**config.mk**
```make
export PLATFORM = sky130hd
export DESIGN_NAME = sram_xfer_ctrl
export DESIGN_NICKNAME = d
export VERILOG_FILES = /design/src/rtl/sram_ctl_pkg.sv /design/src/rtl/sram_tcount.sv /design/src/rtl/sram_seq.sv /design/src/rtl/sram_dpath.sv /design/src/rtl/sram_xfer_ctrl.sv
export SDC_FILE = /design/constraint.sdc
export NUM_CORES = 1
export LEC_CHECK = 0
export CORE_MARGIN = 1
export CORE_UTILIZATION = 30
export DETAILED_ROUTE_END_ITERATION = 7
export DONT_BUFFER_PORTS = 1
export PLACE_DENSITY_LB_ADDON = 0.15
export SLEW_MARGIN = 20
export SYNTH_ARGS = -nofsm -noshare
export SYNTH_HDL_FRONTEND = slang
export SYNTH_SLANG_ARGS = --single-unit
```
**constraint.sdc**
```tcl
create_clock -name clk -period 1.9 [get_ports clk]
set_input_delay 0.38 -clock clk [delete_from_list [all_inputs] [get_ports clk]]
set_output_delay 0.38 -clock clk [all_outputs]
set_load 0.01 [all_outputs]
```
**src/rtl/sram_ctl_pkg.sv**
```systemverilog
`timescale 1ns/1ps
package sram_ctl_pkg;

  typedef enum logic [2:0] {
    ST_IDLE,
    ST_TURN,
    ST_READ,
    ST_WADDR,
    ST_WPULSE
  } ctl_state_t;

  // Round a picosecond minimum up to whole clock cycles.
  function automatic int unsigned ps_to_cyc(input int unsigned t_ps,
                                            input int unsigned clk_ps);
    return (t_ps + clk_ps - 1) / clk_ps;
  endfunction

  function automatic int unsigned umax(input int unsigned a,
                                       input int unsigned b);
    return (a > b) ? a : b;
  endfunction

  function automatic int unsigned at_least_one(input int unsigned a);
    return (a == 0) ? 1 : a;
  endfunction

  // Strobe length: pulse minimum, drive delay plus data setup, and the
  // cycle/address/select minimums less the one select-lead cycle.
  function automatic int unsigned strobe_len(input int unsigned n_wp,
                                             input int unsigned n_delay,
                                             input int unsigned n_dw,
                                             input int unsigned n_wc,
                                             input int unsigned n_aw,
                                             input int unsigned n_cw);
    int unsigned r;
    r = umax(n_wp, n_delay + n_dw);
    r = umax(r, (n_wc > 0) ? n_wc - 1 : 0);
    r = umax(r, (n_aw > 0) ? n_aw - 1 : 0);
    r = umax(r, (n_cw > 0) ? n_cw - 1 : 0);
    return at_least_one(r);
  endfunction

  // Width of a down counter that must hold values up to n-1.
  function automatic int unsigned cnt_width(input int unsigned n);
    return (n < 2) ? 1 : $clog2(n);
  endfunction

endpackage

```
**src/rtl/sram_tcount.sv**
```systemverilog
`timescale 1ns/1ps
module sram_tcount #(
  parameter int unsigned W = 4
) (
  input  logic         clk,
  input  logic         rst_n,
  input  logic         load,
  input  logic [W-1:0] load_val,
  output logic [W-1:0] cnt,
  output logic         zero
);

  always_ff @(posedge clk or negedge rst_n) begin
    if (!rst_n) begin
      cnt <= '0;
    end else if (load) begin
      cnt <= load_val;
    end else if (cnt != '0) begin
      cnt <= cnt - 1'b1;
    end
  end

  assign zero = (cnt == '0);

endmodule

```
**src/rtl/sram_seq.sv**
```systemverilog
`timescale 1ns/1ps
module sram_seq
  import sram_ctl_pkg::*;
#(
  parameter int unsigned N_RD   = 1,
  parameter int unsigned N_WPN  = 2,
  parameter int unsigned N_WPH  = 2,
  parameter int unsigned N_WHZ  = 1,
  parameter int unsigned N_TURN = 1,
  parameter int unsigned CW     = 2
) (
  input  logic clk,
  input  logic rst_n,
  input  logic req_fire,
  input  logic req_we,
  input  logic hold_oe,
  output logic req_ready,
  output logic cs_n,
  output logic we_n,
  output logic oe_n,
  output logic dq_drive,
  output logic rd_capture
);

  localparam logic [CW-1:0] L_RD    = CW'(N_RD - 1);
  localparam logic [CW-1:0] L_TURN  = CW'(N_TURN - 1);
  localparam logic [CW-1:0] L_WPN   = CW'(N_WPN - 1);
  localparam logic [CW-1:0] L_WPH   = CW'(N_WPH - 1);
  // Drive while the remaining count is at or below these limits.
  localparam logic [CW-1:0] L_DRV_N = CW'(N_WPN - 2);
  localparam logic [CW-1:0] L_DRV_H = CW'(N_WPH - 1 - N_WHZ);

  ctl_state_t    st, st_nx;
  logic          last_rd, hold_q;
  logic          ld;
  logic [CW-1:0] ld_val, cnt;
  logic          cnt_zero;

  // Named internal events.
  logic in_select, in_strobe, write_phase, read_done, drive_lim_hit;

  sram_tcount #(.W(CW)) u_tcnt (
    .clk      (clk),
    .rst_n    (rst_n),
    .load     (ld),
    .load_val (ld_val),
    .cnt      (cnt),
    .zero     (cnt_zero)
  );

  always_comb begin
    st_nx  = st;
    ld     = 1'b0;
    ld_val = '0;
    unique case (st)
      ST_IDLE: begin
        if (req_fire) begin
          if (!req_we) begin
            st_nx  = ST_READ;
            ld     = 1'b1;
            ld_val = L_RD;
          end else if (last_rd) begin
            st_nx  = ST_TURN;
            ld     = 1'b1;
            ld_val = L_TURN;
          end else begin
            st_nx  = ST_WADDR;
          end
        end
      end
      ST_TURN:   if (cnt_zero) st_nx = ST_WADDR;
      ST_WADDR: begin
        st_nx  = ST_WPULSE;
        ld     = 1'b1;
        ld_val = hold_q ? L_WPH : L_WPN;
      end
      ST_WPULSE: if (cnt_zero) st_nx = ST_IDLE;
      ST_READ:   if (cnt_zero) st_nx = ST_IDLE;
      default:   st_nx = ST_IDLE;
    endcase
  end

  always_ff @(posedge clk or negedge rst_n) begin
    if (!rst_n) begin
      st      <= ST_IDLE;
      last_rd <= 1'b0;
      hold_q  <= 1'b0;
    end else begin
      st <= st_nx;
      if (req_fire) begin
        last_rd <= !req_we;
        hold_q  <= hold_oe && req_we;
      end
    end
  end

  assign in_select     = (st == ST_READ) || (st == ST_WADDR) || (st == ST_WPULSE);
  assign in_strobe     = (st == ST_WPULSE);
  assign write_phase   = (st == ST_WADDR) || in_strobe;
  assign read_done     = (st == ST_READ) && cnt_zero;
  assign drive_lim_hit = cnt <= (hold_q ? L_DRV_H : L_DRV_N);

  assign req_ready  = (st == ST_IDLE);
  assign cs_n       = !in_select;
  assign we_n       = !in_strobe;
  assign oe_n       = !((st == ST_READ) || (hold_q && write_phase));
  assign dq_drive   = in_strobe && drive_lim_hit;
  assign rd_capture = read_done;

  // ---------------- assertions ----------------
  int unsigned we_run;
  always_ff @(posedge clk or negedge rst_n) begin
    if (!rst_n) we_run <= 0;
    else        we_run <= we_n ? 0 : we_run + 1;
  end

  a_r1_idle_quiet: assert property (@(posedge clk) disable iff (!rst_n)
    req_ready |-> (cs_n && we_n && oe_n && !dq_drive));

  a_r4_cs_leads_we: assert property (@(posedge clk) disable iff (!rst_n)
    $fell(we_n) |-> ($past(cs_n) == 1'b0));

  a_r9_end_together: assert property (@(posedge clk) disable iff (!rst_n)
    $rose(we_n) |-> ($rose(cs_n) && !dq_drive));

  a_r5_drive_inside: assert property (@(posedge clk) disable iff (!rst_n)
    dq_drive |-> (!we_n && !cs_n && ($past(we_n) == 1'b0)));

  a_r5_pulse_len: assert property (@(posedge clk) disable iff (!rst_n)
    $rose(we_n) |-> (we_run >= N_WPN));

  a_r6_oe_steady: assert property (@(posedge clk) disable iff (!rst_n)
    (!we_n && !oe_n) |-> ($past(oe_n) == 1'b0));

  a_r2_read_strobes: assert property (@(posedge clk) disable iff (!rst_n)
    (!oe_n && we_n) |-> !cs_n);

endmodule

```
**src/rtl/sram_dpath.sv**
```systemverilog
`timescale 1ns/1ps
module sram_dpath #(
  parameter int unsigned ADDR_W = 20,
  parameter int unsigned DATA_W = 4
) (
  input  logic              clk,
  input  logic              rst_n,
  input  logic              req_fire,
  input  logic [ADDR_W-1:0] req_addr,
  input  logic [DATA_W-1:0] req_wdata,
  input  logic              rd_capture,
  input  logic              cs_n,
  input  logic [DATA_W-1:0] ram_dq_i,
  output logic [ADDR_W-1:0] ram_addr,
  output logic [DATA_W-1:0] ram_dq_o,
  output logic              rsp_valid,
  output logic [DATA_W-1:0] rsp_rdata
);

  always_ff @(posedge clk or negedge rst_n) begin
    if (!rst_n) begin
      ram_addr  <= '0;
      ram_dq_o  <= '0;
      rsp_valid <= 1'b0;
      rsp_rdata <= '0;
    end else begin
      if (req_fire) begin
        ram_addr <= req_addr;
        ram_dq_o <= req_wdata;
      end
      rsp_valid <= rd_capture;
      if (rd_capture) rsp_rdata <= ram_dq_i;
    end
  end

  a_r4_addr_hold: assert property (@(posedge clk) disable iff (!rst_n)
    (!cs_n && ($past(cs_n) == 1'b0)) |-> $stable(ram_addr));

  a_r2_rsp_pulse: assert property (@(posedge clk) disable iff (!rst_n)
    rsp_valid |=> !rsp_valid);

endmodule

```
**src/rtl/sram_xfer_ctrl.sv**
```systemverilog
`timescale 1ns/1ps
module sram_xfer_ctrl
  import sram_ctl_pkg::*;
#(
  parameter int unsigned ADDR_W    = 20,
  parameter int unsigned DATA_W    = 4,
  parameter int unsigned CLK_PS    = 10000,
  parameter int unsigned T_RC_PS   = 10000,
  parameter int unsigned T_AA_PS   = 10000,
  parameter int unsigned T_OE_PS   = 5000,
  parameter int unsigned T_WC_PS   = 10000,
  parameter int unsigned T_AW_PS   = 8000,
  parameter int unsigned T_CW_PS   = 8000,
  parameter int unsigned T_WP_PS   = 8000,
  parameter int unsigned T_DW_PS   = 6000,
  parameter int unsigned T_WHZ_PS  = 6000,
  parameter int unsigned T_HZ_PS   = 5000
) (
  input  logic              clk,
  input  logic              rst_n,
  input  logic              req_valid,
  output logic              req_ready,
  input  logic              req_we,
  input  logic [ADDR_W-1:0] req_addr,
  input  logic [DATA_W-1:0] req_wdata,
  input  logic              hold_oe,
  output logic              rsp_valid,
  output logic [DATA_W-1:0] rsp_rdata,
  output logic [ADDR_W-1:0] ram_addr,
  output logic              ram_cs_n,
  output logic              ram_we_n,
  output logic              ram_oe_n,
  output logic [DATA_W-1:0] ram_dq_o,
  output logic              ram_dq_oe,
  input  logic [DATA_W-1:0] ram_dq_i
);

  localparam int unsigned N_RC  = ps_to_cyc(T_RC_PS, CLK_PS);
  localparam int unsigned N_AA  = ps_to_cyc(T_AA_PS, CLK_PS);
  localparam int unsigned N_OE  = ps_to_cyc(T_OE_PS, CLK_PS);
  localparam int unsigned N_WC  = ps_to_cyc(T_WC_PS, CLK_PS);
  localparam int unsigned N_AW  = ps_to_cyc(T_AW_PS, CLK_PS);
  localparam int unsigned N_CW  = ps_to_cyc(T_CW_PS, CLK_PS);
  localparam int unsigned N_WP  = ps_to_cyc(T_WP_PS, CLK_PS);
  localparam int unsigned N_DW  = at_least_one(ps_to_cyc(T_DW_PS, CLK_PS));
  localparam int unsigned N_WHZ = at_least_one(ps_to_cyc(T_WHZ_PS, CLK_PS));
  localparam int unsigned N_HZ  = ps_to_cyc(T_HZ_PS, CLK_PS);

  localparam int unsigned N_RD   = at_least_one(umax(umax(N_RC, N_AA), N_OE));
  localparam int unsigned N_WPN  = strobe_len(N_WP, 1, N_DW, N_WC, N_AW, N_CW);
  localparam int unsigned N_WPH  = strobe_len(N_WP, N_WHZ, N_DW, N_WC, N_AW, N_CW);
  localparam int unsigned N_TURN = at_least_one(N_HZ);
  localparam int unsigned N_MAX  = umax(umax(N_RD, N_TURN), umax(N_WPN, N_WPH));
  localparam int unsigned CW     = cnt_width(N_MAX);

  logic req_fire;
  logic rd_capture;

  assign req_fire = req_valid && req_ready;

  sram_seq #(
    .N_RD   (N_RD),
    .N_WPN  (N_WPN),
    .N_WPH  (N_WPH),
    .N_WHZ  (N_WHZ),
    .N_TURN (N_TURN),
    .CW     (CW)
  ) u_seq (
    .clk        (clk),
    .rst_n      (rst_n),
    .req_fire   (req_fire),
    .req_we     (req_we),
    .hold_oe    (hold_oe),
    .req_ready  (req_ready),
    .cs_n       (ram_cs_n),
    .we_n       (ram_we_n),
    .oe_n       (ram_oe_n),
    .dq_drive   (ram_dq_oe),
    .rd_capture (rd_capture)
  );

  sram_dpath #(
    .ADDR_W (ADDR_W),
    .DATA_W (DATA_W)
  ) u_dpath (
    .clk        (clk),
    .rst_n      (rst_n),
    .req_fire   (req_fire),
    .req_addr   (req_addr),
    .req_wdata  (req_wdata),
    .rd_capture (rd_capture),
    .cs_n       (ram_cs_n),
    .ram_dq_i   (ram_dq_i),
    .ram_addr   (ram_addr),
    .ram_dq_o   (ram_dq_o),
    .rsp_valid  (rsp_valid),
    .rsp_rdata  (rsp_rdata)
  );

  a_r10_busy_not_ready: assert property (@(posedge clk) disable iff (!rst_n)
    req_fire |=> !req_ready);

endmodule

```
==> results.yml <==
power:
  internal_power_mw: 2.072
  combPwrFrac: 0.270
  total_power_mw: 3.103
  clkPwrFrac: 0.216
  p_switching_mw: 1.031
  peakVddDrop_mv: 0.4463
  swShare: 0.3322
  power.density_nw_per_um2: 1911
  p_leak_nw: 0.6842
  seq_power_share: 0.514
timing:
  rsz0062_at_grt: "false"
  setup_viol: 0
  fin_crit_ps: 1715
  tightest_slew_ps: 371.7
  setup_tns_ps: 0
  maxSlewHeadroom: 0.7511
  fin_worst_skew_ps: 7.034
  hold_viol: 0
  fin_crit_sh: 0.9026
  finalHoldWorstSlack_ps: 196.6
  fmax_ghz: 0.5831
  slew_violations: 0
worst_setup_path:
  rr_startpoint: "u_seq.st[2]$_DFFE_PN0P_"
  cp_num_buf_inv: 1
  worst-setup-path-type: "reg2out"
  cpPeakStageDelay_ps: 480
  r2r_setup_slack_ps: 360
  worst-endpoint-required_ps: 1520
  slowest_stage: "dfrtp_2"
  crit_arrival_ps: 1330
  critPathMaxFanout: 7
  startpoint_type: "flop"
  crit_family: "flip-flops"
  reg2regPathDepth: 3
  rr_endpoint: "u_dpath.ram_addr[12]$_DFFE_PN0N_"
  crit_start: "u_seq.st[2]$_DFFE_PN0P_"
  critical_path.cell_chain: "nor3b_2 -> buf_4 -> a22oi_2"
  endpoint_kind: "output port"
floorplan:
  die_w_microns: 70.41
  dieArea_sq_um: 4957
  rows: 24
  core_area_sq_um: 4414
  initial_core_util: 0.3180
  io-pin-count: 67
  chipHeight_microns: 70.41
clocking:
  clock-sinks: 35
  cts_tree: "yes"
  cts_made_buffers: 5
  clk_path_buf_depth: 2
  cts_max_level: 2
  cts_root_buffer: "clkbuf_8"
  clk_latency_ps: 280
  clkTransAtPathRegs_ps: 70
  cts_setup_buffers: 0
synth:
  yosys-top-cells-area: "dfrtp_1, mux2_2, nor4b_4, mux2i_1, buf_6"
  synth_ff_type: "dfrtp_1"
  ys_ff_latch: 35
  ys_types: 19
  seq_area_frac_synth: 0.6239
  ys_async_sr_fraction: 1.000
  synth_cells: 90
  synth_common_cells: "dfrtp_1, mux2_2, inv_1, mux2i_1"
  yosysTopAreaCellShare: 0.6239
  syn_area_sq_um: 1404
  synth_top_area_cell: "dfrtp_1"
  synth-edff-count: 0
  yosysMostFrequentCell: "dfrtp_1"
  synth_warnings: 0
  synth_nets: 123
  avgSynthCellArea_sq_um: 15.60
grt:
  grt_pass1_wl_mm: 4.160
  grt.total_usage: 0.1112
  antenna_found_initial: 0
  first_global_vias: 836
  grt_max_degree: 36
  overflow: 0
final_layout:
  drive_above_1_share: 0.4592
  final.fill_count: 435
  finalNetCount: 130
  syn2layout_area_growth_pct: 15.69
  final_area_sq_um: 1624
  final_core_util: 0.3679
  diodes: 0
drt:
  drc: 0
  wirelength_mm: 2.457
  vias: 741
  vias_per_cell: 4.940
  first_pass_iters: 4
  ant_nets: 0
  wire_per_inst_microns: 16.38
  drtIter0Drc: 33
hold_path:
  hp-class: "in2reg"
  holdPathEnd: "u_seq.last_rd$_DFFE_PN0N_"
  min-delay-start: "req_we"
  holdPathStages: 1
placement:
  place_area_sq_um: 1464
  portBuffers: 0
  dp_hpwl_mm: 1.741
  gp_congestion: 0.7325
flow_run:
  max-cap-violations: 0
status:
  status: "completed"
layer usage:
metal,GRT usage,share of wire
met1,0.1206,0.39
met2,0.1714,0.50
met3,0.05772,0.083
met4,0.06667,0.026
met5,0,0
worst max path at each step:
| stage | end | slack (ps) | cells after the start |
|---|---|---|---|
| 4_1_cts | ram_oe_n | 80 | 3 |
| 3_5_place_dp | u_dpath.ram_addr[12]$_DFFE_PN0N_ | 340 | 3 |
| 5_1_grt | ram_dq_oe | 70 | 3 |
| 3_3_place_gp | u_dpath.ram_addr[5]$_DFFE_PN0N_ | 360 | 3 |
| 6_report | ram_oe_n | 190 | 3 |
| 2_1_floorplan | u_dpath.ram_addr[10]$_DFFE_PN0N_ | 270 | 3 |
what timing repair did:
action                                  CTS  global route
endpoints found under the hold margin    35             0
endpoints found under the setup margin    0             2
gates resized for setup                   0             4
hold buffers                              2             0
cells in the final DEF, fill, tap and decap left out, drive strengths merged, types with 2 or more instances in the layout:
cell | Yosys | routed
buf | 4 | 3
clkbuf | 0 | 6
dfrtp | 35 | 35
inv | 4 | 4
mux2 | 28 | 28
mux2i | 3 | 3
nor2 | 2 | 2
nor3 | 2 | 2
nor4b | 2 | 2
kinds of logic after synthesis:
group                  count (synthesis)  share of synthesized area
DFF                                   35                     0.6239
muxes                                 31                     0.2460
and+or+nand+nor                       11                    0.06864
buffers and inverters                  8                    0.03386
AOI/OAI and AO/OA                      5                    0.02763
power groups by stage:
stage	registers (mW)	logic (mW)	clock network [mW]
floorplan	1.47	0.789	0
finish	1.59	0.836	0.671
global placement	1.60	0.799	0
global route	1.66	0.922	0.746
detailed placement	1.61	0.822	0
CTS	1.60	0.844	0.703
sequential cells by signal, summed over array words and instances (netlist names):
| signal | cells |
|---|---|
| u_dpath.ram_addr | 20 |
| u_dpath.ram_dq_o | 4 |
| u_dpath.rsp_rdata | 4 |
| u_seq.st | 3 |
| u_dpath.rsp_valid | 1 |
| u_seq.hold_q | 1 |
| u_seq.last_rd | 1 |
| u_seq.u_tcnt.cnt | 1 |
layout make-up:
class / count / area [sq um] / area share
clock buffers: 6 / 82.58 / 0.05085
clock inverters: 2 / 35.03 / 0.02157
inverters: 4 / 15.01 / 0.009245
multi-input cells: 47 / 490.5 / 0.3020
flip-flops and latches: 35 / 878.3 / 0.5408
well taps: 52 / 65.06 / 0.04006
repair buffers: 4 / 57.56 / 0.03544
worst reg2reg max path, stage by stage (launching register included):
cell and delay, ps:
dfrtp_2 480, nor4b_4 350, buf_12 230, mux2_2 360
per-stage QoR:
stage | worst slack [ps] | std cells
global placement | 358.0 | 140
global route | 74.74 | 150
detailed placement | 344.6 | 140
finish | 185.1 | 150
floorplan | 271.0 | 90
CTS | 76.71 | 150
Power figures use the tool's default switching activity.
